### src/rtl/rail_en_pkg.sv
// Shared definitions for the rail enable delay/routing block.
// Assumes the configuration byte layout below is fixed by its decoder.
package rail_en_pkg;

    localparam int CODE_W = 3;
    localparam int TICK_W = 7;   // wide enough for the largest table entry (64)

    typedef struct packed {
        logic              merge;   // [7]
        logic              xchg;    // [6]
        logic [CODE_W-1:0] fall;    // [5:3]
        logic [CODE_W-1:0] rise;    // [2:0]
    } rail_cfg_t;

    // Map a delay code onto a tick count.
    function automatic logic [TICK_W-1:0] code_ticks(input logic [CODE_W-1:0] code);
        logic [TICK_W-1:0] t;
        case (code)
            3'd0:    t = TICK_W'(0);
            3'd1:    t = TICK_W'(2);
            3'd2:    t = TICK_W'(4);
            3'd3:    t = TICK_W'(8);
            3'd4:    t = TICK_W'(16);
            3'd5:    t = TICK_W'(24);
            3'd6:    t = TICK_W'(32);
            default: t = TICK_W'(64);
        endcase
        return t;
    endfunction

endpackage

### src/rtl/rail_en_route.sv
// Request routing: applies merge first, then the exchange.
// Assumes request inputs are already synchronous to clk. Purely combinational.
module rail_en_route #(
    parameter int NRAIL = 3
) (
    input  logic             merge_i,
    input  logic             xchg_i,
    input  logic [NRAIL-1:0] req_i,    // [0] sw1, [1] sw2, [2] ldo
    output logic [NRAIL-1:0] path_o
);

    logic sw2_merged;

    // Merge stage then exchange stage.
    always_comb begin
        sw2_merged = merge_i ? req_i[0] : req_i[1];
        path_o     = req_i;
        path_o[1]  = xchg_i ? req_i[2]   : sw2_merged;
        path_o[2]  = xchg_i ? sw2_merged : req_i[2];
    end

endmodule

### src/rtl/rail_en_edge_delay.sv
// Edge delay for one enable: holds the output for a tick count chosen by the
// rise or fall code, captured when the edge is detected. Assumes tick_i is a
// single-cycle strobe. A request that returns to the output level cancels.
module rail_en_edge_delay #(
    parameter int CNT_W = rail_en_pkg::TICK_W
) (
    input  logic                          clk,
    input  logic                          rst_n,
    input  logic                          tick_i,
    input  logic                          req_i,
    input  logic [rail_en_pkg::CODE_W-1:0] rise_code_i,
    input  logic [rail_en_pkg::CODE_W-1:0] fall_code_i,
    output logic                          en_o
);

    logic             q;
    logic             pend;
    logic [CNT_W-1:0] cnt;
    logic [CNT_W-1:0] load;

    // Select the tick count for the direction of the pending edge.
    always_comb begin
        load = CNT_W'(rail_en_pkg::code_ticks(req_i ? rise_code_i : fall_code_i));
    end

    // Detect edges, count ticks, cancel on return, update the output.
    always_ff @(posedge clk) begin
        if (!rst_n) begin
            q    <= 1'b0;
            pend <= 1'b0;
            cnt  <= '0;
        end else if (req_i == q) begin
            pend <= 1'b0;
            cnt  <= '0;
        end else if (!pend) begin
            if (load == '0) begin
                q <= req_i;
            end else begin
                pend <= 1'b1;
                cnt  <= load;
            end
        end else if (tick_i) begin
            if (cnt == CNT_W'(1)) begin
                q    <= req_i;
                pend <= 1'b0;
                cnt  <= '0;
            end else begin
                cnt <= cnt - CNT_W'(1);
            end
        end
    end

    assign en_o = q;

    // zero code passes the edge at the next clock.
    a_r5_zero_code_passes: assert property (@(posedge clk) disable iff (!rst_n)
        (!pend && (req_i != q) && (load == '0)) |=> (en_o == $past(req_i)));

    // no output change without a tick while pending.
    a_r6_hold_between_ticks: assert property (@(posedge clk) disable iff (!rst_n)
        (pend && !tick_i) |=> $stable(en_o));

    // a returning request clears the pending state and keeps the level.
    a_r7_cancel_keeps_level: assert property (@(posedge clk) disable iff (!rst_n)
        (pend && (req_i == q)) |=> (!pend && $stable(en_o)));

    // a pending count is never empty.
    a_r2_count_nonzero: assert property (@(posedge clk) disable iff (!rst_n)
        pend |-> (cnt != '0));

endmodule

### src/rtl/rail_en_delay_route.sv
// Top: routes three rail enable requests and delays the linear-rail enable
// per the configuration byte. Switching rails use the delay stage with a zero
// code, so all outputs register one clock after their routed request.
module rail_en_delay_route #(
    parameter int NRAIL   = 3,
    parameter int LDO_IDX = 2,
    parameter int CNT_W   = rail_en_pkg::TICK_W
) (
    input  logic       clk,
    input  logic       rst_n,
    input  logic       tick_i,
    input  logic [7:0] cfg_i,
    input  logic       req_sw1_i,
    input  logic       req_sw2_i,
    input  logic       req_ldo_i,
    output logic       en_sw1_o,
    output logic       en_sw2_o,
    output logic       en_ldo_o
);

    import rail_en_pkg::*;

    rail_cfg_t        cfg;
    logic [NRAIL-1:0] req;
    logic [NRAIL-1:0] path;
    logic [NRAIL-1:0] en;

    // Unpack configuration and gather requests.
    always_comb begin
        cfg = rail_cfg_t'(cfg_i);
        req = {req_ldo_i, req_sw2_i, req_sw1_i};
    end

    rail_en_route #(.NRAIL(NRAIL)) u_route (
        .merge_i (cfg.merge),
        .xchg_i  (cfg.xchg),
        .req_i   (req),
        .path_o  (path)
    );

    for (genvar g = 0; g < NRAIL; g++) begin : g_rail
        logic [CODE_W-1:0] rc;
        logic [CODE_W-1:0] fc;
        if (g == LDO_IDX) begin : g_dly
            assign rc = cfg.rise;
            assign fc = cfg.fall;
        end else begin : g_pass
            assign rc = '0;
            assign fc = '0;
        end
        rail_en_edge_delay #(.CNT_W(CNT_W)) u_dly (
            .clk         (clk),
            .rst_n       (rst_n),
            .tick_i      (tick_i),
            .req_i       (path[g]),
            .rise_code_i (rc),
            .fall_code_i (fc),
            .en_o        (en[g])
        );
    end

    assign en_sw1_o = en[0];
    assign en_sw2_o = en[1];
    assign en_ldo_o = en[LDO_IDX];

    // reset drives all enables low.
    a_r1_reset_low: assert property (@(posedge clk)
        !rst_n |=> (!en_sw1_o && !en_sw2_o && !en_ldo_o));

    // first switching rail is a one-clock copy of its request.
    a_r12_sw1_follow: assert property (@(posedge clk) disable iff (!rst_n)
        1'b1 |=> (en_sw1_o == $past(req_sw1_i)));

    // merge only, second switching rail follows the first request.
    a_r8_merge: assert property (@(posedge clk) disable iff (!rst_n)
        (cfg_i[7] && !cfg_i[6]) |=> (en_sw2_o == $past(req_sw1_i)));

    // with the exchange set, second switching rail takes the linear request.
    a_r9_xchg_sw2: assert property (@(posedge clk) disable iff (!rst_n)
        cfg_i[6] |=> (en_sw2_o == $past(req_ldo_i)));

endmodule

### config.mk
export PLATFORM = sky130hd
export DESIGN_NAME = rail_en_delay_route
export DESIGN_NICKNAME = d
export VERILOG_FILES = /design/src/rtl/rail_en_pkg.sv /design/src/rtl/rail_en_route.sv /design/src/rtl/rail_en_edge_delay.sv /design/src/rtl/rail_en_delay_route.sv
export SDC_FILE = /design/constraint.sdc
export NUM_CORES = 1
export LEC_CHECK = 0
export BUFFER_PORTS_ARGS = -buffer_cell sky130_fd_sc_hd__buf_2
export CORE_MARGIN = 5
export CORE_UTILIZATION = 50
export CTS_CLUSTER_DIAMETER = 100
export DETAILED_ROUTE_END_ITERATION = 8
export GPL_TIMING_DRIVEN = 0
export PLACE_DENSITY = 0.67
export SYNTH_ARGS = -nofsm -noshare
export SYNTH_HDL_FRONTEND = slang
export SYNTH_SLANG_ARGS = --single-unit
### constraint.sdc
create_clock -name clk -period 1.95 [get_ports clk]
set_input_delay 0.39 -clock clk [delete_from_list [all_inputs] [get_ports clk]]
set_output_delay 0.39 -clock clk [all_outputs]
set_load 0.03 [all_outputs]
==> results of run 1 <==
[per-stage QoR]
step	setup WS, ns	TNS (ns)
CTS	0.00312	0
floorplan	0.143	0
global placement	-0.0833	-0.225
detailed placement	-0.125	-0.353
global route	-0.00835	-0.00835
finish	0.0831	0
[final timing paths]
kind,start,endpoint,slack [ns],cells past startpoint
worst max-delay path,g_rail[2].u_dly.cnt[1],g_rail[2].u_dly.cnt[3],0.08,7
worst min-delay path,req_sw1_i,g_rail[0].u_dly.en_o,0.36,3
worst max register to register,g_rail[2].u_dly.cnt[1],g_rail[2].u_dly.cnt[3],0.08,7
worst min register to register,g_rail[2].u_dly.cnt[0],g_rail[2].u_dly.cnt[0],0.50,2
[flip-flops by register name (all words and copies together), names as in the netlist]
| name | flops |
|---|---|
| g_rail.u_dly.cnt | 21 |
| g_rail.u_dly.en_o | 3 |
| g_rail.u_dly.pend | 3 |
[synthesized netlist by cell type, types with 3 or more instances]
master    number
mux2_2         3
and4b_1        4
a21oi_1       10
nand2_1       11
mux2i_1        3
o31ai_1        4
nor2_1        21
ha_1           6
xor2_1         8
dfxtp_1       27
nor2b_1        7
nor4_1         5
inv_1          7
nor3_1        11
xnor2_1        6
or4_1          4
clkbuf_1       3
a311oi_1       3
o21ai_0        9
a21o_1         3
nand3_1        6
[tightest hold or removal path, delay by kind of cell]
family / cells / cell delay [ns]
simple gates: 1 / 0.09
buf+inv: 1 / 0.11
mux: 1 / 0.06
[power by group through the flow]
stage / Clock, mW / Combinational, mW / Sequential, mW
final: 0.238 / 0.211 / 0.584
after global routing: 0.280 / 0.232 / 0.587
after global placement: 0 / 0.201 / 0.588
after CTS: 0.252 / 0.211 / 0.577
after floorplan: 0 / 0.139 / 0.593
after detailed placement: 0 / 0.206 / 0.589
[layout make-up]
cell class	count	area (µm²)
clock buffer	4	26.3
buffer	5	27.5
inverter	7	26.3
multi-input combinational	148	1020
fill	295	1270
sequential	27	544
tap	44	55.1
timing repair buffer	16	82.6
[cell families after synthesis]
family | count (synthesis)
muxes | 7
DFF | 27
and+or+nand+nor | 81
AOI/OAI and AO/OA | 40
adders and majority gates | 6
buffers and inverters | 13
xor gates and xnor gates | 14
[layer usage]
metal / wire, µm / track usage [%] / up-vias
met5: 0 / 0 / -
li1: - / - / 722
met1: 1570 / 19.7 / 668
met4: 79 / 9.14 / 0
met2: 1640 / 29.2 / 25
met3: 86 / 1.70 / 8
[placed cells by master (no fill, tap or decap), drive strengths merged, types with 2 or more instances in the layout]
| master | instances |
|---|---|
| a21boi | 2 |
| o31ai | 4 |
| dfxtp | 27 |
| nor4 | 5 |
| mux2i | 3 |
| nand3 | 6 |
| ha | 6 |
| a21oi | 10 |
| nor2b | 7 |
| buf | 18 |
| nand2 | 11 |
| xnor2 | 6 |
| and4b | 4 |
| a211oi | 3 |
| o21ai | 10 |
| mux2 | 4 |
| nor3 | 11 |
| nor2 | 21 |
| a311oi | 3 |
| nand2b | 2 |
| nor4b | 2 |
| a21o | 3 |
| inv | 7 |
| or4 | 4 |
| xor2 | 8 |
| clkbuf | 7 |
[timing repair]
item | 4_1_cts | 5_1_grt
setup endpoints to repair | 5 | 7
hold buffers | 0 | 0
resized for setup | 2 | 6
endpoints found under the hold margin | 0 | 0
buffers inserted | 1 | 0
pin swaps | 2 | 3
==> flow_summary.toml, run 1 <==
[floorplan]
core_um2 = 3050
die_w_um = 66.4
fp.dieH_um = 66.4
ios = 17
die-area_um2 = 4410
initial_core_util_pct = 52.1
num_rows = 20

[pwr]
clkPwrFrac_pct = 23.0
p_leak_nw = 0.672
internal_power_mw = 0.733
finalPower_mw = 1.03
ir_worst_vdd_mv = 0.263
p_per_area_nw_per_um2 = 580
seqPwrFrac_pct = 56.5
p_sw_share_pct = 29.0
combPwrFrac_pct = 20.4
switchingPower_mw = 0.299

[synth]
synth_top_area_share_pct = 34.0
netlist_instances = 188
synth_area_um2 = 1590
synth_top_family_by_area = "simple AND/OR/NAND/NOR gates"
syn_avg_cell_area_um2 = 8.47
ys_types = 43
syn_nets = 208
ys.flop_type = "dfxtp_1"
ys_top_cells_by_area = "dfxtp_1 34%, nor2_1 5.0%, ha_1 4.7%"
ys_seq_area_share_pct = 34.0
synth-simple-area-share_pct = 27.8
async_flop_share_pct = 0
yosysTopAreaCell = "dfxtp_1"
synth_edf_count = 0
yosysWarnings = 0
synth_mux_area_share_pct = 4.95
yosys.area_share.adder_pct = 4.72
synth_compound_area_share_pct = 17.2
synthXorXnorAreaFrac_pct = 7.70
synth_seq_cells = 27

[placed_design]
post_dp_cell_area_um2 = 1720
portBuffers = 15
placed_cells = 247
gp_congestion = 0.839
dp_hpwl_um = 2610

[global_route]
grt_pass1_vias = 1429
grt_max_degree = 15
globalRouteOverflowTotal = 0
grt_pass1_wl_um = 5820
grt_antenna_before_repair = 0
grt_usage_pct = 16.7

[detailed_routing]
drtAntennaViolNets = 0
firstDrtPassIters = 4
vias = 1423
via_per_inst = 5.67
drt_iter0_markers = 37
wirelength_um = 3380
wl_per_cell_um = 13.5
drc_errors = 0

[clock_network]
clock_sinks = 27
insertion_delay_ns = 0.32
clock_path_buffers = 2
cts_tree = "built"
htree_levels = 1
clockRootBuffer = "clkbuf_4"
cts_buffers = 3
path_clk_slew_ns = 0.14

[layout]
final_util_pct = 58.3
area_growth_syn_to_layout_pct = 11.9
final_area_um2 = 1780
antennaDiodeCount = 0
final_cells = 251
drive_above_1_share_pct = 17.4
nets = 228

[status]
outcome = "finished, final reports clean"

[sta]
skew_ns = 0.00339
fmax_mhz = 536
slew_viol_final = 0
final-setup-viol-count = 0
final.min_clock_period_ns = 1.87
hold_viol = 0
slew_headroom_pct = 54.7
hold-worst-slack_ns = 0.360
worstMarginPinSlew_ns = 0.673
fin_crit_sh_pct = 95.7

[setup_path]
critPathMaxStageDelay_ns = 0.50
startpoint_type = "flip-flop"
worst_ep_arrival_time_ns = 2.09
worst-setup-path-type = "flip-flop to flip-flop"
critPathCaptureType = "flip-flop"
critPathBufInv = 1
cp.required_ns = 2.17
path_max_fanout = 7
cp_slowest_cell = "or4b_4"
cp_top_family = "compound AO/OA/AOI/OAI gates"
crit_chain = "inv_1, ha_1, or4b_4, o21ai_4, nor2_1, o31ai_1, a21oi_1"

[run]
max_cap_violations = 0

[min_path]
hold_path_class = "primary input to flip-flop"
(Power assumes the default switching activity.)
==> inputs of run 2 (changes only) <==
clock period = 1.9 ns   (was 1.95 ns; I/O delays follow)
==> run 2 against run 1 <==
Against the previous run:
- worst setup slack got worse by 0.010 ns
- power increased by 2.9%
- clock skew decreased by 0.0023 ns
- design area grew 1.5%
- global-route usage increased by 0.21 points
- non-clock buffer count did not move
- sequential power rose by 3%
- critical endpoint is now g_rail[2].u_dly.cnt[6]
- largest cell class unchanged
- highest routed layer unchanged
==> flow_summary.toml, run 2 (synthesis results as in run 1) <==
[sta]
fmax_mhz = 547
hold-worst-slack_ns = 0.354
fin_crit_sh_pct = 96.2
final-setup-viol-count = 0
rsz0062_at_grt = "yes"
skew_ns = 0.00105
slew_viol_final = 0
final.min_clock_period_ns = 1.83
hold_viol = 0
worstMarginPinSlew_ns = 0.676
slew_headroom_pct = 54.5

[clock_network]
cts_buffers = 3
clockRootBuffer = "clkbuf_4"
path_clk_slew_ns = 0.14
holdBufCountCts = 0
htree_levels = 1
clock_path_buffers = 2
clock_sinks = 27
insertion_delay_ns = 0.31
cts_tree = "built"

[floorplan]
die-area_um2 = 4410
num_rows = 20
ios = 17
die_w_um = 66.4
core_um2 = 3050
initial_core_util_pct = 52.1
fp.dieH_um = 66.4

[detailed_routing]
wirelength_um = 3390
wl_per_cell_um = 13.5
firstDrtPassIters = 4
drc_errors = 0
via_per_inst = 5.75
drt_iter0_markers = 38
drtAntennaViolNets = 0
vias = 1444

[pwr]
p_per_area_nw_per_um2 = 588
switchingPower_mw = 0.310
ir_worst_vdd_mv = 0.270
internal_power_mw = 0.752
clkPwrFrac_pct = 22.9
finalPower_mw = 1.06
seqPwrFrac_pct = 56.4
combPwrFrac_pct = 20.7
p_leak_nw = 0.676
p_sw_share_pct = 29.2

[global_route]
grt_pass1_wl_um = 5890
grt_antenna_before_repair = 0
globalRouteOverflowTotal = 0
grt_usage_pct = 16.9
grt_max_degree = 15
grt_pass1_vias = 1427

[layout]
final_cells = 251
largest_reg_flops = 21
final_util_pct = 59.2
area_growth_syn_to_layout_pct = 13.5
drive_above_1_share_pct = 18.8
nFillCells = 296
final_area_um2 = 1810
layout_common_cells = "24 x dfxtp_1, 21 x nor2_1, 16 x buf_2, 11 x nor3_1, 11 x nand2_1"
antennaDiodeCount = 0
multiInputGateArea_um2 = 1040
nets = 228
regArea_um2 = 549
layout_commonest_cell = "dfxtp_1"
regMostFlops = "g_rail.u_dly.cnt"

[setup_path]
crit_end = "g_rail[2].u_dly.cnt[6]"
critPathLaunch = "g_rail[2].u_dly.pend"
r2r_slack_ns = 0.07
critPathBufInv = 0
worst_ep_arrival_time_ns = 2.05
crit_chain = "or4_4, a211oi_4, a211o_1, nor2_1, a32o_1"
cp.required_ns = 2.12
cp_slowest_cell = "or4_4"
r2r-start = "g_rail[2].u_dly.pend"
r2r-end = "g_rail[2].u_dly.cnt[6]"
worst-setup-path-type = "flip-flop to flip-flop"
reg2regPathDepth = 5
cp.depth = 5
critPathMaxStageDelay_ns = 0.57
critPathCaptureType = "flip-flop"
cp_top_family = "compound AO/OA/AOI/OAI gates"
startpoint_type = "flip-flop"
path_max_fanout = 10

[placed_design]
dp_hpwl_um = 2610
placed_cells = 247
portBuffers = 15
gp_congestion = 0.839
post_dp_cell_area_um2 = 1720

[status]
outcome = "finished, final reports clean"

[run]
max_cap_violations = 0

[min_path]
whs_path_depth = 3
hold_path_class = "primary input to flip-flop"
## run 2: worst min-delay path by stage
| stage | slack (ns) | to | from |
|---|---|---|---|
| finish | 0.35 | g_rail[0].u_dly.en_o | req_sw1_i |
| global route | 0.36 | g_rail[0].u_dly.en_o | req_sw1_i |
| CTS | 0.34 | g_rail[0].u_dly.en_o | req_sw1_i |
| detailed placement | 0.50 | g_rail[2].u_dly.cnt[3] | g_rail[2].u_dly.cnt[3] |
| global placement | 0.48 | g_rail[2].u_dly.cnt[3] | g_rail[2].u_dly.cnt[3] |
| floorplan | 0.47 | g_rail[2].u_dly.cnt[3] | g_rail[2].u_dly.cnt[3] |
## run 2: final cells by class
cell class	instances	share of cell area, %
multi-input combinational	148	57.4
sequential	27	30.4
timing repair buffer	16	4.57
tap	44	3.05
inverter	7	1.59
buffer	5	1.52
clock buffer	4	1.45
## run 2: through the flow
| step | TNS [ns] | setup slack [ns] |
|---|---|---|
| after global placement | -0.543 | -0.123 |
| after floorplan | 0 | 0.103 |
| after CTS | 0 | 0.0126 |
| final | 0 | 0.0727 |
| after global routing | -0.0105 | -0.0105 |
| after detailed placement | -0.673 | -0.165 |
## run 2: metal layers
layer  up-vias  share of wire, %  GRT usage, %
li1        725                 -             -
met1       688                47          20.2
met2        25                48          29.4
met3         6               2.5          1.70
met4         0               2.0          9.14
met5         -                 0             0
## run 2: power groups by stage
stage          Combinational, mW  Clock, mW  Sequential [mW]
3_5_place_dp               0.212          0            0.605
4_1_cts                    0.212      0.259            0.599
5_1_grt                    0.242      0.288            0.602
6_report                   0.220      0.244            0.599
2_1_floorplan              0.143          0            0.609
3_3_place_gp               0.206          0            0.604
## run 2: timing repair
item	in CTS	in global routing
setup buffers	1	0
pin swaps	3	5
resized for setup	4	12
endpoints found under the setup margin	6	7
## run 2: worst register-to-register path: cells and delay by family, from the launching register on
family,cells,cell delay (ns)
compound gates,3,0.68
flops,1,0.41
simple gates,2,0.64
